<file path="config.mk">
export PLATFORM = sky130hd
export DESIGN_NAME = lru_age_tracker
export DESIGN_NICKNAME = d
export VERILOG_FILES = /design/src/rtl/lru_pkg.sv /design/src/rtl/lru_age_update.sv /design/src/rtl/lru_victim_sel.sv /design/src/rtl/lru_age_tracker.sv
export SDC_FILE = /design/constraint.sdc
export NUM_CORES = 1
export LEC_CHECK = 0
export BUFFER_PORTS_ARGS = -buffer_cell sky130_fd_sc_hd__buf_2
export CORE_UTILIZATION = 63
export CTS_BUF_LIST = sky130_fd_sc_hd__clkbuf_8 sky130_fd_sc_hd__clkbuf_16
export DETAILED_ROUTE_END_ITERATION = 8
export PLACE_DENSITY = 0.85
export SLEW_MARGIN = 0
export SYNTH_ARGS = -nofsm -noshare
export SYNTH_HDL_FRONTEND = slang
export SYNTH_SLANG_ARGS = --single-unit
</file>
<file path="constraint.sdc">
create_clock -name clk -period 4.85 [get_ports clk]
set_input_delay 0.97 -clock clk [delete_from_list [all_inputs] [get_ports clk]]
set_output_delay 0.97 -clock clk [all_outputs]
set_load 0.01 [all_outputs]
</file>
<file path="src/rtl/lru_pkg.sv">
package lru_pkg;
  localparam int unsigned LRU_WAYS_DEF = 4;
  localparam int unsigned LRU_SETS_DEF = 4;

  typedef enum logic [1:0] {
    TOUCH_NONE = 2'd0,
    TOUCH_HIT  = 2'd1,
    TOUCH_FILL = 2'd2
  } touch_kind_e;
endpackage

</file>
<file path="src/rtl/lru_age_update.sv">
module lru_age_update #(
  parameter int unsigned WAYS  = lru_pkg::LRU_WAYS_DEF,
  parameter int unsigned AGE_W = $clog2(WAYS),
  parameter int unsigned WAY_W = $clog2(WAYS)
) (
  input  logic                        en,
  input  logic [WAY_W-1:0]            touch_way,
  input  logic [WAYS-1:0][AGE_W-1:0]  age_cur,
  output logic [WAYS-1:0][AGE_W-1:0]  age_nxt
);
  localparam logic [AGE_W-1:0] AGE_MAX = AGE_W'(WAYS - 1);

  logic [AGE_W-1:0] ref_age;

  assign ref_age = age_cur[touch_way];

  for (genvar w = 0; w < WAYS; w++) begin : g_way
    always_comb begin
      age_nxt[w] = age_cur[w];
      if (en) begin
        if (touch_way == WAY_W'(w)) begin
          age_nxt[w] = '0;
        end else if (age_cur[w] < ref_age) begin
          age_nxt[w] = (age_cur[w] == AGE_MAX) ? AGE_MAX : age_cur[w] + AGE_W'(1);
        end
      end
    end
  end
endmodule

</file>
<file path="src/rtl/lru_victim_sel.sv">
module lru_victim_sel #(
  parameter int unsigned WAYS  = lru_pkg::LRU_WAYS_DEF,
  parameter int unsigned AGE_W = $clog2(WAYS),
  parameter int unsigned WAY_W = $clog2(WAYS)
) (
  input  logic [WAYS-1:0][AGE_W-1:0]  age_cur,
  input  logic [WAYS-1:0]             valid,
  output logic [WAY_W-1:0]            victim
);
  localparam logic [AGE_W-1:0] AGE_MAX = AGE_W'(WAYS - 1);

  logic [WAY_W-1:0] empty_way;
  logic [WAY_W-1:0] oldest_way;

  always_comb begin
    empty_way = '0;
    for (int w = WAYS - 1; w >= 0; w--) begin
      if (!valid[w]) empty_way = WAY_W'(w);
    end
  end

  always_comb begin
    oldest_way = '0;
    for (int w = 0; w < WAYS; w++) begin
      if (age_cur[w] == AGE_MAX) oldest_way = WAY_W'(w);
    end
  end

  assign victim = (&valid) ? oldest_way : empty_way;
endmodule

</file>
<file path="src/rtl/lru_age_tracker.sv">
module lru_age_tracker #(
  parameter int unsigned WAYS     = lru_pkg::LRU_WAYS_DEF,
  parameter int unsigned NUM_SETS = lru_pkg::LRU_SETS_DEF,
  localparam int unsigned AGE_W   = $clog2(WAYS),
  localparam int unsigned WAY_W   = $clog2(WAYS),
  localparam int unsigned SET_W   = $clog2(NUM_SETS)
) (
  input  logic                    clk,
  input  logic                    rst_n,
  input  logic                    acc_vld,
  input  logic [SET_W-1:0]        acc_set,
  input  logic                    acc_hit,
  input  logic [WAY_W-1:0]        acc_hit_way,
  input  logic [WAY_W-1:0]        fill_way,
  input  logic [WAYS-1:0]         line_valid,
  output logic [WAY_W-1:0]        victim_way,
  output logic [WAYS*AGE_W-1:0]   ages_o
);
  import lru_pkg::*;

  touch_kind_e                kind;
  logic [WAY_W-1:0]           touch_way;
  logic                       touch_en;
  logic [NUM_SETS-1:0]        set_we;
  logic [WAYS-1:0][AGE_W-1:0] age_all [NUM_SETS];
  logic [WAYS-1:0][AGE_W-1:0] age_cur;
  logic [WAYS-1:0][AGE_W-1:0] age_nxt;

  // Classify the access and pick the way being touched
  always_comb begin
    if (!acc_vld)     kind = TOUCH_NONE;
    else if (acc_hit) kind = TOUCH_HIT;
    else              kind = TOUCH_FILL;
  end

  assign touch_en  = (kind != TOUCH_NONE);
  assign touch_way = (kind == TOUCH_HIT) ? acc_hit_way : fill_way;

  always_comb begin
    for (int s = 0; s < NUM_SETS; s++) begin
      set_we[s] = touch_en && (acc_set == SET_W'(s));
    end
  end

  assign age_cur = age_all[acc_set];

  lru_age_update #(.WAYS(WAYS), .AGE_W(AGE_W), .WAY_W(WAY_W)) u_update (
    .en        (touch_en),
    .touch_way (touch_way),
    .age_cur   (age_cur),
    .age_nxt   (age_nxt)
  );

  lru_victim_sel #(.WAYS(WAYS), .AGE_W(AGE_W), .WAY_W(WAY_W)) u_victim (
    .age_cur (age_cur),
    .valid   (line_valid),
    .victim  (victim_way)
  );

  // Per-set age storage with its own write enable
  for (genvar s = 0; s < NUM_SETS; s++) begin : g_set
    logic [WAYS-1:0][AGE_W-1:0] age_r;

    always_ff @(posedge clk or negedge rst_n) begin
      if (!rst_n) begin
        for (int w = 0; w < WAYS; w++) age_r[w] <= AGE_W'(w);
      end else if (set_we[s]) begin
        age_r <= age_nxt;
      end
    end

    assign age_all[s] = age_r;
  end

  assign ages_o = age_cur;
endmodule

</file>
Word level (Yosys, flattened, before mapping). Cells that the tools add are included.

Bits of input ports: 14. Bits in registers: 32. Logic and storage cells: 78.

$lt $le $gt $ge: 6. Reductions and logical operators: 8. Muxes and demuxes: 32. Bitwise gates (word level): 1. Add/subtract/negate cells: 4. Equal/unequal tests: 11.

Operator list (number): $mux 2 (27); $bmux 8 s2 (1); $eq 2x2->1 const B (8); $mux 8 (2); $add 2x1->2 const B (4); $lt 2x2->1 (4); $eq 2x1->1 const B (3); $bmux 2 s2 (1); $logic_and 1x1->1 (4); $logic_not 2->1 (2); $reduce_and 4->1 (1); $ge 3x3->1 const B (1); $lt 2x3->1 const B (1); $not 2->3 (1); $reduce_bool 2->1 (1); $mux 1 (1).

Depth between registers and ports, before layout.
Depth after elaboration: 10. Gate-level depth with buffers: 12.

Cells and area by module. From an unflattened synthesis, not the netlist that was laid out.

Cell total of the unflattened synthesis: 136. Area total of the unflattened synthesis: 1896.8 µm².

By module, submodules not included: lru_age_tracker (area each 1498.9 µm², instances 1, cells each 83, sequential area each 820.8 µm²); lru_age_update (area each 340.3 µm², instances 1, cells each 45, sequential area each 0.0 µm²); lru_victim_sel (area each 57.6 µm², instances 1, cells each 8, sequential area each 0.0 µm²).

Least setup slack after synthesis. No wires, ideal clock.

Kind: input port to flip-flop. Start point: input acc_set[0]. End point: register g_set[0].age_r, in the netlist age_all[24]. Path buffers: 2. Slack: 1022 ps. Arrival time: 3679 ps. Stages on the path: 12. Cell sequence: buf_6 buf_12 mux4_2 nor2_1 a21oi_1 o21ai_0 ha_1 or3b_2 o22ai_1 a211oi_1 a31oi_2 a21oi_1.

Cells in the longest elaborated chain, start to end: 10. Elaborated cells between the ends (all ways): 15. Those cells by class: add/sub (1); order compare (1); eq/ne (1); mux (9); bitwise (1); reduce/logical (2).

RTL lines: start, declared (RTL line lru_age_tracker.sv:11) `input logic [SET_W-1:0] acc_set,`; $not 2->3 (not written as such) (*) (RTL line lru_age_tracker.sv:45) `assign age_cur = age_all[acc_set];`; $bmux 8 s2 (*) (RTL line lru_age_tracker.sv:45); $mux 8 (not written as such) (*) (2 in series) (RTL line lru_age_tracker.sv:45); named net ages_o[1] (RTL line lru_age_tracker.sv:17) `output logic [WAYS*AGE_W-1:0] ages_o`; $bmux 2 s2 (RTL line lru_age_update.sv:15) `assign ref_age = age_cur[touch_way];`; $mux 2 (not written as such) (RTL line lru_age_update.sv:15); $lt 2x2->1 (RTL line lru_age_update.sv:23) `end else if (age_cur[w] < ref_age) begin`; $mux 2 (*) (RTL line lru_age_update.sv:23); $mux 2 (*) (RTL line lru_age_update.sv:21) `if (touch_way == WAY_W'(w)) begin`; $mux 2 (*) (RTL line lru_age_update.sv:20) `if (en) begin`; end signal, assigned (RTL line lru_age_tracker.sv:68) `age_r <= age_nxt;`; end, declared (RTL line lru_age_tracker.sv:62) `logic [WAYS-1:0][AGE_W-1:0] age_r;`.

The timed path passes the listed nets; every way through them passes the cells marked *. The select of a mux whose other input is x is not followed. A chain may end at the register's enable or synchronous reset.

Final worst setup path.
Start point: input acc_set[0]. End point: register g_set[0].age_r, in the netlist age_all[28].

Cells in the longest elaborated chain, start to end: 10. Elaborated cells between the ends (all ways): 15. Those cells by class: add/sub (1); order compare (1); eq/ne (1); mux (9); bitwise (1); reduce/logical (2).

RTL lines (RTL line): $not 2->3 (not written as such) (lru_age_tracker.sv:45); $bmux 8 s2 (lru_age_tracker.sv:45); $mux 8 (not written as such) (2 in series) (lru_age_tracker.sv:45); $bmux 2 s2 (lru_age_update.sv:15); $mux 2 (not written as such) (lru_age_update.sv:15); $lt 2x2->1 (lru_age_update.sv:23); $mux 2 (lru_age_update.sv:23); $mux 2 (lru_age_update.sv:21); $mux 2 (lru_age_update.sv:20).

Several ways; a longest one is shown, not always the timed one. The select of a mux whose other input is x is not followed.

==> run_results.csv <==
group,metric,value,unit
status,status,"finished, final reports clean",
setup_path,cp-start-kind,"input port",
pwr,power_frac_clock,20.4,%
cells_and_area,fin_util,75.4,%
sta,hold_viol,0,
cells_and_area,fillerInstances,237,
floorplanning,core-area,3100,µm²
grt,grt_overflow,0,
cells_and_area,diodes,0,
setup_path,cp-startpoint,"acc_set[0]",
floorplanning,ios,24,
route,avgRoutedWirePerCell,17.3,µm
sta,setup_ws,0.640,ns
place,dpl.hpwl,3390,µm
place,place_congestion,0.892,
sta,fmax,238,MHz
pwr,combPwrFrac,44.1,%
setup_path,crit_top_cell,"a21oi_1",
cells_and_area,final_common_cell,"nor2_1",
cells_and_area,fin_area,2340,µm²
logic_synthesis,syn_avg_cell_area,9.63,µm²
sta,min_period,4.21,ns
place,place_area,2210,µm²
sta,worst_pin_slew,1.06,ns
route,drcViolationCount,0,
floorplanning,die_w,59.9,µm
grt,antenna_found_initial,0,
route,top_layer,"met4",
sta,slew_violations,0,
grt,grt_usage,30.1,%
cts,cts_max_level,2,
logic_synthesis,synth.ff_latch_count,32,
route,vias_per_cell,6.30,
pwr,seq_power_share,35.5,%
grt,grt_pass1_vias,1614,
pwr,p_sw_share,37.6,%
cts,clk_pin_slew,0.06,ns
cts,tritoncts,"yes",
setup_path,end_kind,"flip-flop",
cells_and_area,final_cell_mix,"nor2_1 (27), buf_2 (23), nand2_1 (22), a21oi_1 (21)",
cts,clockBufferDepth,2,
pwr,p_leak,0.983,nW
logic_synthesis,seq_area_frac_synth,38.9,%
job,drv.max_cap_violation_count,0,
cts,cts_resized,0,
floorplanning,initial_core_util,67.9,%
place,portBuffers,23,
pwr,p_per_area,586,nW/µm²
setup_path,required,4.98,ns
logic_synthesis,netlist_instances,219,
setup_path,r2r_slack,1.36,ns
setup_path,reg2reg_from,"age_all[21]$_DFFE_PN1P_",
cells_and_area,layout-drive-gt1-share,30.5,%
pwr,switchingPower,0.516,mW
route,wl_met3,334,µm
logic_synthesis,synth-edff-count,0,
sta,slew_headroom,29.3,%
route,met1_length,2250,µm
setup_path,crit_cells,11,
setup_path,cp_max_fo,12,
place,pre_cts_slack,0.480,ns
logic_synthesis,ys_types,39,
logic_synthesis,synth_nets,237,
cts,cts_post_setup_buffers_inserted,0,
cells_and_area,largest_register_ffs,32,
setup_path,r2r.worst_path.cells,10,
floorplanning,die_area,3580,µm²
cts,cts_sinks,32,
route,vias,1782,
setup_path,crit_path_cell_trace,"buf_2 -> mux4_1 -> inv_1 -> a21oi_1 -> o21ai_0 -> ha_1 -> or3b_2 -> o22ai_1 -> a211oi_1 -> a31oi_2 -> a21oi_1",
floorplanning,die_h,59.9,µm
setup_path,crit_path_end,"age_all[28]$_DFFE_PN0P_",
cts,cts_buffers,5,
worst_hold_path,hp-class,"reg -> reg",
cells_and_area,seq_area,821,µm²
setup_path,critPathTopFamily,"compound AO/OA/AOI/OAI gates",
cts,holdBufCountCts,0,
route,ant_nets,0,
floorplanning,rows,20,
route,drt_wl_total,4890,µm
setup_path,r2r-end,"age_all[28]$_DFFE_PN0P_",
logic_synthesis,synth_warnings,0,
grt,grt_max_degree,33,
cts,cts-root-buf,"clkbuf_8",
route,drtIter0Drc,181,
sta,setup_viol,0,
setup_path,critPathSlowestCell,"mux4_1",
route,first_pass_iters,4,
cts,clock_latency,0.29,ns
logic_synthesis,synth_ff_type,"dfstp_2",
setup_path,arrival,4.34,ns
logic_synthesis,synthArstFlopShare,100,%
route,dr_wl_met2,2200,µm
grt,grt_pass1_wl,7710,µm
sta,timing.hold.ws,0.466,ns
sta,tns,0,ns
sta,fin_crit_sh,86.8,%
pwr,ir_worst_vdd,0.000296,V
setup_path,crit_buf_inv,2,
cells_and_area,area_growth,11.0,%
sta,rsz0062_at_grt,"false",
pwr,intPower,0.857,mW
setup_path,cp_slowest_stage_delay,0.71,ns
setup_path,path_class,"in -> reg",
cells_and_area,nets,256,
sta,finClkSkew,0.00582,ns
logic_synthesis,syn_area,2110,µm²
cells_and_area,multi_input_area,1190,µm²
==> metrics by stage <==
step / power, mW / std cells
3_3_place_gp: 1.06 / 275
5_1_grt: 1.46 / 283
6_report: 1.37 / 283
4_1_cts: 1.36 / 283
3_5_place_dp: 1.07 / 275
2_1_floorplan: 0.916 / 219
==> power groups by stage <==
| stage | logic (mW) | registers (mW) | clock network [mW] |
|---|---|---|---|
| 2_1_floorplan | 0.450 | 0.466 | 0 |
| 4_1_cts | 0.596 | 0.486 | 0.279 |
| 3_3_place_gp | 0.571 | 0.486 | 0 |
| 3_5_place_dp | 0.585 | 0.490 | 0 |
| 5_1_grt | 0.668 | 0.500 | 0.290 |
| 6_report | 0.605 | 0.487 | 0.281 |
==> how the worst min path moves through the flow <==
stage	slack (ns)	cells after the start	start	end
detailed placement	0.46	2	age_all[19]$_DFFE_PN0P_	age_all[19]$_DFFE_PN0P_
finish	0.47	2	age_all[21]$_DFFE_PN1P_	age_all[21]$_DFFE_PN1P_
global route	0.50	2	age_all[21]$_DFFE_PN1P_	age_all[21]$_DFFE_PN1P_
CTS	0.47	2	age_all[21]$_DFFE_PN1P_	age_all[21]$_DFFE_PN1P_
floorplan	0.44	2	age_all[19]$_DFFE_PN0P_	age_all[19]$_DFFE_PN0P_
global placement	0.45	2	age_all[19]$_DFFE_PN0P_	age_all[19]$_DFFE_PN0P_
==> logic make-up after synthesis <==
logic type                 synth area share (%)
DFF                                        38.9
buffers and inverters                      4.63
AOI/OAI and AO/OA                          22.1
muxes                                      14.1
and+or+nand+nor                            17.9
adders and majority gates                  2.37
==> routing by layer <==
| metal | global-route usage (%) | vias up |
|---|---|---|
| li1 | - | 853 |
| met1 | 44.2 | 841 |
| met2 | 42.7 | 74 |
| met3 | 5.19 | 14 |
| met4 | 15.3 | 0 |
| met5 | 0 | - |
==> Yosys cell counts, types with 3 or more instances <==
library cell / n / share of area [%]
or3_1: 4 / 1.2
nor2_1: 27 / 4.8
a211oi_1: 8 / 2.8
or3b_2: 6 / 2.5
mux4_2: 4 / 4.3
mux2i_1: 9 / 4.3
o22ai_1: 4 / 1.2
clkbuf_1: 6 / 1.1
nand3_1: 6 / 1.4
o21ai_0: 16 / 3.8
a21oi_1: 21 / 5.0
dfrtp_1: 16 / 19
a31o_2: 4 / 1.7
o311ai_0: 4 / 1.7
nand3b_1: 3 / 1.1
ha_1: 4 / 2.4
a31oi_2: 4 / 2.4
dfstp_2: 16 / 20
inv_1: 7 / 1.2
mux4_1: 4 / 5.0
a21boi_0: 3 / 1.1
nand2_1: 22 / 3.9
==> layout make-up <==
type,count,area share (%)
multi-input combinational,168,50.8
sequential,32,35.1
timing repair buffer,24,5.24
clock buffer,7,4.12
tap,44,2.35
clock inverter,1,1.28
inverter,7,1.12
==> worst register-to-register path, stage by stage (launching register included) <==
cell	delay (ns)
dfstp_2	0.37
mux4_1	0.60
inv_1	0.14
a21oi_1	0.08
o21ai_0	0.44
ha_1	0.35
or3b_2	0.47
o22ai_1	0.31
a211oi_1	0.16
a31oi_2	0.32
a21oi_1	0.10
No activity file was read; power rests on OpenSTA's default activity.
